--- config.mk ---
export PLATFORM = sky130hd
export DESIGN_NAME = ctxSaveBank
export DESIGN_NICKNAME = d
export VERILOG_FILES = /design/src/rtl/ctxSaveBank_pkg.sv /design/src/rtl/ctxSaveBank_ctl.sv /design/src/rtl/ctxSaveBank_dp.sv /design/src/rtl/ctxSaveBank.sv
export SDC_FILE = /design/constraint.sdc
export NUM_CORES = 1
export LEC_CHECK = 0
export ABC_AREA = 1
export BUFFER_PORTS_ARGS = -buffer_cell sky130_fd_sc_hd__buf_2
export CORE_MARGIN = 2
export CORE_UTILIZATION = 25
export DETAILED_ROUTE_END_ITERATION = 10
export GPL_ROUTABILITY_DRIVEN = 0
export MAX_ROUTING_LAYER = met4
export PLACE_DENSITY = 0.5
export SETUP_SLACK_MARGIN = 0.4
export SLEW_MARGIN = 10
export SYNTH_ARGS = -nofsm -noshare
export SYNTH_HDL_FRONTEND = slang
export SYNTH_SLANG_ARGS = --single-unit
--- constraint.sdc ---
create_clock -name clk -period 2.33 [get_ports clk]
set_clock_uncertainty 0.15 [all_clocks]
set_input_delay 0.466 -clock clk [delete_from_list [all_inputs] [get_ports clk]]
set_output_delay 0.466 -clock clk [all_outputs]
set_load 0.02 [all_outputs]
--- src/rtl/ctxSaveBank_pkg.sv ---
package ctxSaveBank_pkg;
  localparam int CTX_WORDS = 4;
  localparam int WORD_SEL_W = $clog2(CTX_WORDS);
  localparam int ADDR_W = WORD_SEL_W + 2;
  localparam logic [1:0] BANK_CTRL = 2'd0;
  localparam logic [1:0] BANK_IV = 2'd1;
  localparam logic [1:0] BANK_TAG = 2'd2;
  localparam int CTL_SAVE_BIT = 0;
  localparam int CTL_READY_BIT = 1;
  localparam int CTL_RESET_BIT = 2;
  localparam logic [WORD_SEL_W-1:0] LAST_WORD = WORD_SEL_W'(CTX_WORDS - 1);

  typedef struct packed {
    logic capture;
    logic softReset;
    logic [CTX_WORDS-1:0] ivWrite;
  } bankStrobes_t;
endpackage

--- src/rtl/ctxSaveBank_ctl.sv ---
module ctxSaveBank_ctl
  import ctxSaveBank_pkg::*;
(
  input  logic clk,
  input  logic rstN,
  input  logic regWrEn,
  input  logic regRdEn,
  input  logic [ADDR_W-1:0] regAddr,
  input  logic [2:0] ctlWrBits,
  input  logic engDone,
  input  logic engStartReq,
  output bankStrobes_t strb,
  output logic ctxReady,
  output logic saveEn,
  output logic startGo
);
  logic [1:0] bankSel;
  logic [WORD_SEL_W-1:0] wordSel;
  logic isCtlWr;
  logic rdLast;
  logic pendStart;

  assign bankSel = regAddr[ADDR_W-1 -: 2];
  assign wordSel = regAddr[WORD_SEL_W-1:0];

  always_comb begin
    isCtlWr = regWrEn && (bankSel == BANK_CTRL) && (wordSel == '0);
    rdLast = regRdEn && (wordSel == LAST_WORD) &&
             ((bankSel == BANK_IV) || (bankSel == BANK_TAG));
    strb.softReset = isCtlWr && ctlWrBits[CTL_RESET_BIT];
    strb.capture = engDone && saveEn && !strb.softReset;
    for (int w = 0; w < CTX_WORDS; w++) begin
      strb.ivWrite[w] = regWrEn && (bankSel == BANK_IV) &&
                        (wordSel == WORD_SEL_W'(w)) && !strb.softReset;
    end
    startGo = !ctxReady && (engStartReq || pendStart);
  end

  always_ff @(posedge clk or negedge rstN) begin
    if (!rstN) begin
      ctxReady <= 1'b0;
      saveEn <= 1'b0;
      pendStart <= 1'b0;
    end else if (strb.softReset) begin
      ctxReady <= 1'b0;
      saveEn <= 1'b0;
      pendStart <= 1'b0;
    end else begin
      if (isCtlWr) saveEn <= ctlWrBits[CTL_SAVE_BIT];
      if (strb.capture) ctxReady <= 1'b1;
      else if (rdLast) ctxReady <= 1'b0;
      if (ctxReady && engStartReq) pendStart <= 1'b1;
      else if (startGo) pendStart <= 1'b0;
    end
  end
endmodule

--- src/rtl/ctxSaveBank_dp.sv ---
module ctxSaveBank_dp
  import ctxSaveBank_pkg::*;
#(
  parameter int WORD_W = 32,
  localparam int BLK_W = WORD_W * CTX_WORDS
) (
  input  logic clk,
  input  logic rstN,
  input  bankStrobes_t strb,
  input  logic [ADDR_W-1:0] regAddr,
  input  logic [WORD_W-1:0] regWrData,
  input  logic [BLK_W-1:0] engIvIn,
  input  logic [BLK_W-1:0] engTagIn,
  input  logic ctxReady,
  input  logic saveEn,
  output logic [WORD_W-1:0] regRdData,
  output logic [BLK_W-1:0] engIvOut
);
  logic [WORD_W-1:0] ivReg [CTX_WORDS];
  logic [WORD_W-1:0] tagReg [CTX_WORDS];
  logic [WORD_W-1:0] ctlWord;
  logic [1:0] bankSel;
  logic [WORD_SEL_W-1:0] wordSel;

  for (genvar w = 0; w < CTX_WORDS; w++) begin : g_word
    always_ff @(posedge clk or negedge rstN) begin
      if (!rstN) begin
        ivReg[w] <= '0;
        tagReg[w] <= '0;
      end else if (strb.softReset) begin
        ivReg[w] <= '0;
        tagReg[w] <= '0;
      end else if (strb.capture) begin
        ivReg[w] <= engIvIn[w*WORD_W +: WORD_W];
        tagReg[w] <= engTagIn[w*WORD_W +: WORD_W];
      end else if (strb.ivWrite[w]) begin
        ivReg[w] <= regWrData;
      end
    end
    assign engIvOut[w*WORD_W +: WORD_W] = ivReg[w];
  end

  assign bankSel = regAddr[ADDR_W-1 -: 2];
  assign wordSel = regAddr[WORD_SEL_W-1:0];

  always_comb begin
    ctlWord = '0;
    ctlWord[CTL_SAVE_BIT] = saveEn;
    ctlWord[CTL_READY_BIT] = ctxReady;
    unique case (bankSel)
      BANK_CTRL: regRdData = (wordSel == '0) ? ctlWord : '0;
      BANK_IV:   regRdData = ivReg[wordSel];
      BANK_TAG:  regRdData = tagReg[wordSel];
      default:   regRdData = '0;
    endcase
  end
endmodule

--- src/rtl/ctxSaveBank.sv ---
module ctxSaveBank
  import ctxSaveBank_pkg::*;
#(
  parameter int WORD_W = 32,
  localparam int BLK_W = WORD_W * CTX_WORDS
) (
  input  logic clk,
  input  logic rstN,
  input  logic regWrEn,
  input  logic regRdEn,
  input  logic [ADDR_W-1:0] regAddr,
  input  logic [WORD_W-1:0] regWrData,
  output logic [WORD_W-1:0] regRdData,
  input  logic engDone,
  input  logic [BLK_W-1:0] engIvIn,
  input  logic [BLK_W-1:0] engTagIn,
  input  logic engStartReq,
  output logic engStartGo,
  output logic startAllowed,
  output logic ctxReady,
  output logic [BLK_W-1:0] engIvOut
);
  bankStrobes_t strb;
  logic saveEn;

  ctxSaveBank_ctl u_ctl (
    .clk(clk), .rstN(rstN), .regWrEn(regWrEn), .regRdEn(regRdEn),
    .regAddr(regAddr), .ctlWrBits(regWrData[2:0]), .engDone(engDone),
    .engStartReq(engStartReq), .strb(strb), .ctxReady(ctxReady),
    .saveEn(saveEn), .startGo(engStartGo)
  );

  ctxSaveBank_dp #(.WORD_W(WORD_W)) u_dp (
    .clk(clk), .rstN(rstN), .strb(strb), .regAddr(regAddr),
    .regWrData(regWrData), .engIvIn(engIvIn), .engTagIn(engTagIn),
    .ctxReady(ctxReady), .saveEn(saveEn), .regRdData(regRdData),
    .engIvOut(engIvOut)
  );

  assign startAllowed = !ctxReady;
endmodule

# ---- After elaboration in Yosys (flattened, before gate mapping)
# Cells that the tools add are included.
dict set report totals {
  regBits 259
  out_inout_bits 163
  wordCells 86
}
dict set report classes {
  n_eq_ne 5
  reduce_logical 32
  n_bitwise 1
  order_cmp 1
  mux 36
}
# cell n
set ops {}
lappend ops {{$mux 32} 24}
lappend ops {{$bmux 32 s2} 2}
lappend ops {{$pmux 32 s3} 1}
lappend ops {{$logic_and 1x1->1} 18}
lappend ops {{$reduce_bool 3->1} 6}
lappend ops {{$mux 1} 8}
lappend ops {{$eq 2x2->1 const B} 3}
lappend ops {{$eq 2x1->1 const B} 2}
lappend ops {{$logic_not 2->1} 2}
lappend ops {{$reduce_bool 2->1} 2}
lappend ops {{$ge 3x3->1 const B} 1}
lappend ops {{$not 2->3} 1}
lappend ops {{$logic_not 1->1} 2}
lappend ops {{$logic_or 1x1->1} 2}
lappend ops {{$mux 2} 1}

# ---- Depth between registers and ports, before layout
dict set report depth {
  depth_word 9
  depth_mapped 12
  mapped_depth_nobuf 10
}

# ---- By module
# A second synthesis with hierarchy kept.
dict set report hier_totals {
  hier_cells 1716
  area_unflattened_um2 13330.3
}
# module area_per_inst_um2 instances cells_each
set by_module_without_submodules {}
lappend by_module_without_submodules {ctxSaveBank_dp 13070.0 1 1674}
lappend by_module_without_submodules {ctxSaveBank_ctl 256.5 1 41}
lappend by_module_without_submodules {ctxSaveBank 3.8 1 1}

# ---- Worst setup path before layout
# No wires, ideal clock.
dict set report synth_timing {
  kind {input-to-output}
  from {input regAddr[0]}
  to {output regRdData[29]}
  t_arrival_ns 1.692
  cell_stages 10
  setup_slack_ns 0.022
  path_buffers 3
  cell_sequence {buf_4 > inv_4 > buf_2 > buf_2 > nand2_1 > nand2_1 > nand2_1 > nand3_1 > nand2_1 > a21oi_1}
}
dict set report synth_between {
  elab_chain_cells 5
  word_cells_on_any_way 8
  cone_classes {7 x mux; 1 x bitwise}
}
# item line
set synth_lines {}
lappend synth_lines {{start, declared} ctxSaveBank.sv:11} ;# input logic [ADDR_W-1:0] regAddr,
lappend synth_lines {{$not 2->3 (implied by the code) (*)} {ctxSaveBank_dp.sv:52, ctxSaveBank_dp.sv:53}}
lappend synth_lines {{$bmux 32 s2 (on tied branches)} {ctxSaveBank_dp.sv:53, ctxSaveBank_dp.sv:52}}
lappend synth_lines {{$mux 32 (on tied branches) (2 in series)} {ctxSaveBank_dp.sv:53, ctxSaveBank_dp.sv:52}}
lappend synth_lines {{$pmux 32 s3 (*)} ctxSaveBank_dp.sv:50} ;# unique case (bankSel)
lappend synth_lines {{end, declared} ctxSaveBank.sv:13} ;# output logic [WORD_W-1:0] regRdData,
# Mark *: on every way between the ends. The rest lies on a longest branch, timed or not. The select of a mux whose other input is x is not followed.

# ---- Worst setup path after layout
dict set report layout_timing {
  from {input regAddr[0]}
  to {output regRdData[9]}
}
# Same word-level chain as after synthesis.

==> results.sh <==
export IMPL_synthCells=2015
export IMPL_hold_path_class="input port to flop"
export IMPL_peakVddDrop_mv=0.4883
export IMPL_syn_avg_cell_area_sq_um=6.973
export IMPL_relSlewSlack_pct=57.35
export IMPL_worst_pin_slew_ns=0.6398
export IMPL_leakage_nw=11.14
export IMPL_drtAntennaViolNets=0
export IMPL_wl_per_cell_microns=20.96
export IMPL_crit_type="input port to output pin"
export IMPL_ys_seq_area_share_pct=46.13
export IMPL_num_vias=15710
export IMPL_placed_area_sq_um=17960
export IMPL_fill_cells=5940
export IMPL_status="complete, but fails checks"
export IMPL_reg2reg_depth=8
export IMPL_crit_slowest_cell="nor2_4"
export IMPL_antenna_found_initial=8
export IMPL_htree_levels=2
export IMPL_io_pins=461
export IMPL_violations="negative setup slack"
export IMPL_cellPowerDensity_nw_per_um2=937.4
export IMPL_numPlacedInstances=3155
export IMPL_clock_root_buffer="clkbuf_16"
export IMPL_utilization_pct=37.63
export IMPL_place_port_buffers=460
export IMPL_slowest_delay_ns=0.18
export IMPL_clock_path_buffers=3
export IMPL_hpwl_microns=47780
export IMPL_tritoncts="done"
export IMPL_drt_iter0_markers=979
export IMPL_finalHoldViolations=0
export IMPL_crit_end="regRdData[9]"
export IMPL_via_per_inst=4.782
export IMPL_clock_fmax_mhz=412.7
export IMPL_grt_pass1_vias=15800
export IMPL_cts_sinks=259
export IMPL_clk_pin_slew_worst_paths_ns=0.05
export IMPL_cp_common_cell="buf_12"
export IMPL_die_w_microns=241.1
export IMPL_nets=2806
export IMPL_hp_start="engTagIn[100]"
export IMPL_fp_row_count=86
export IMPL_synth_seq_cells=259
export IMPL_drt_wl_total_microns=68860
export IMPL_start_util_pct=25.40
export IMPL_finalCritPeriodShare_pct=104.0
export IMPL_rsz0062_at_grt="true"
export IMPL_finalInstanceArea_sq_um=20810
export IMPL_grt_overflow=0
export IMPL_startpoint="regAddr[0]"
export IMPL_cp_max_fo=7
export IMPL_synth_fp_nets=2317
export IMPL_crit_path_start_kind="input port"
export IMPL_cp_data_arrival_time_ns=1.81
export IMPL_die_y_microns=241.1
export IMPL_dieArea_sq_um=58110
export IMPL_grt_pass1_wl_microns=98380
export IMPL_drive_gt1_share_pct=32.31
export IMPL_maxCapViolations=0
export IMPL_setup_viol=27
export IMPL_cp_cell_sequence="buf_12, buf_8, nor2_4, buf_12, buf_16, nand2_1, nand4_1, nand2_2, a21oi_4, buf_6"
export IMPL_timing_final_crit_period_ns=2.423
export IMPL_critPathRequiredTime_ns=1.71
export IMPL_grt_use_total_pct=23.59
export IMPL_r2r_slack_ns=0.47
export IMPL_r2r_end="u_dp.engIvOut[61]"
export IMPL_cp_end_kind="output pin"
export IMPL_reg2reg_from="u_ctl.saveEn"
export IMPL_grt_max_degree=155
export IMPL_drv_slew=0
export IMPL_insertion_delay_ns=0.54
export IMPL_area_growth_pct=48.12
export IMPL_ys_warnings_count=0
export IMPL_core_area_sq_um=55310
export IMPL_drc_errors=0
export IMPL_drtPass1Iterations=5
export IMPL_cts_buffers=34
export IMPL_syn_cell_area_sq_um=14050
export IMPL_fin_cells=3285
export IMPL_synthDistinctLibCells=25
export IMPL_layout_setup_ws_ns=-0.09326
[layout make-up]
cell class / count / area, sq um / share of cell area, %
Multi-Input combinational cell: 1591 / 7624 / 36.63
Sequential cell: 259 / 6485 / 31.16
Timing Repair Buffer: 602 / 4528 / 21.76
Clock buffer: 54 / 1070 / 5.141
Tap cell: 748 / 935.9 / 4.497
Inverter: 16 / 81.33 / 0.3908
Clock inverter: 7 / 66.31 / 0.3187
Antenna cell: 8 / 20.02 / 0.09620
[timing repair]
item	4_1_cts	5_1_grt
hold endpoints to repair	54	0
resized for setup	170	76
hold buffers	21	0
setup buffers	14	10
gates cloned	11	5
setup endpoints to repair	100	171
pin swaps	53	35
[cells in the mapped netlist]
library cell / n / area share [%]
o21ai_0: 5 / 0.18
nand2_8: 1 / 0.14
nand4_1: 30 / 1.3
nand2_1: 1080 / 29
nand2_2: 1 / 0.045
clkbuf_1: 25 / 0.67
inv_1: 9 / 0.24
buf_2: 94 / 3.3
inv_2: 5 / 0.13
buf_6: 3 / 0.24
nor2_8: 1 / 0.14
nand3_1: 415 / 15
a21oi_1: 31 / 1.1
dfrtp_1: 259 / 46
buf_4: 7 / 0.37
nor2_2: 2 / 0.089
buf_8: 2 / 0.21
o21ai_1: 1 / 0.036
nor2_1: 6 / 0.16
ha_1: 4 / 0.36
nand2_4: 3 / 0.24
nor2_4: 2 / 0.16
inv_4: 2 / 0.089
buf_1: 21 / 0.56
a21oi_2: 6 / 0.37
[per-stage QoR]
step | power, W | setup WS, ns | TNS, ns | hold slack (ns)
after detailed placement | 0.01352 | -0.2709 | -22.26 | 0.1850
final | 0.01951 | -0.09326 | -1.150 | 0.02326
after CTS | 0.01942 | -0.1171 | -2.013 | 0.0007890
after global routing | 0.02063 | -0.1379 | -2.733 | 0.01744
after global placement | 0.01346 | -0.2867 | -16.72 | 0.1888
after floorplan | 0.01059 | 0.2638 | 0 | 0.02041
[worst max-delay path: cells and delay by family]
family	cells	cell delay [ns]
AOI/OAI and AO/OA	1	0.17
buffers and inverters	5	0.68
and+or+nand+nor	4	0.47
[where the power goes]
part           internal [W]  switching (W)
registers           0.00592        0.00122
clock network       0.00326        0.00211
logic               0.00256        0.00443
[sequential cells by signal, indices dropped and copies added (netlist names)]
signal,cells
u_ctl.pendStart,1
u_dp.engIvOut,128
u_ctl.ctxReady,1
u_dp.tagReg,128
u_ctl.saveEn,1
[placed cells by master (no fill, tap or decap), drive strengths merged]
cell         count
inv             16
clkinvlp         1
ha               4
clkbuf          59
a21oi           39
dlygate4sd3     21
clkinv           5
o21ai            6
nand2         1085
nand4           30
nor2            12
bufinv           1
nand3          415
dfrtp          259
diode            8
buf            576
[cell families after synthesis]
kind of cell | synth area share (%)
fa+ha+maj | 0.3562
compound gates | 1.692
simple gates | 45.95
flops | 46.13
buf+inv | 5.869
[per-layer routing]
layer	part of all wire [%]	routed length, microns	global-route usage (%)	up-vias
li1	-	-	-	7481
met1	43	29680	29.40	7612
met2	48	33150	38.49	514
met3	5.4	3739	3.706	103
met4	3.3	2288	8.941	0
met5	0	0	-	-
[how the worst min path moves through the flow]
stage	endpoint	slack (ns)	depth (start not counted)
final	u_dp.tagReg[4]	0.02	3
after global routing	u_dp.tagReg[11]	0.02	3
after CTS	u_dp.tagReg[34]	0.0008	3
after detailed placement	u_dp.tagReg[82]	0.18	1
after global placement	u_dp.tagReg[82]	0.19	1
after floorplan	u_ctl.ctxReady	0.02	0
No activity file was read; power rests on OpenSTA's default activity.
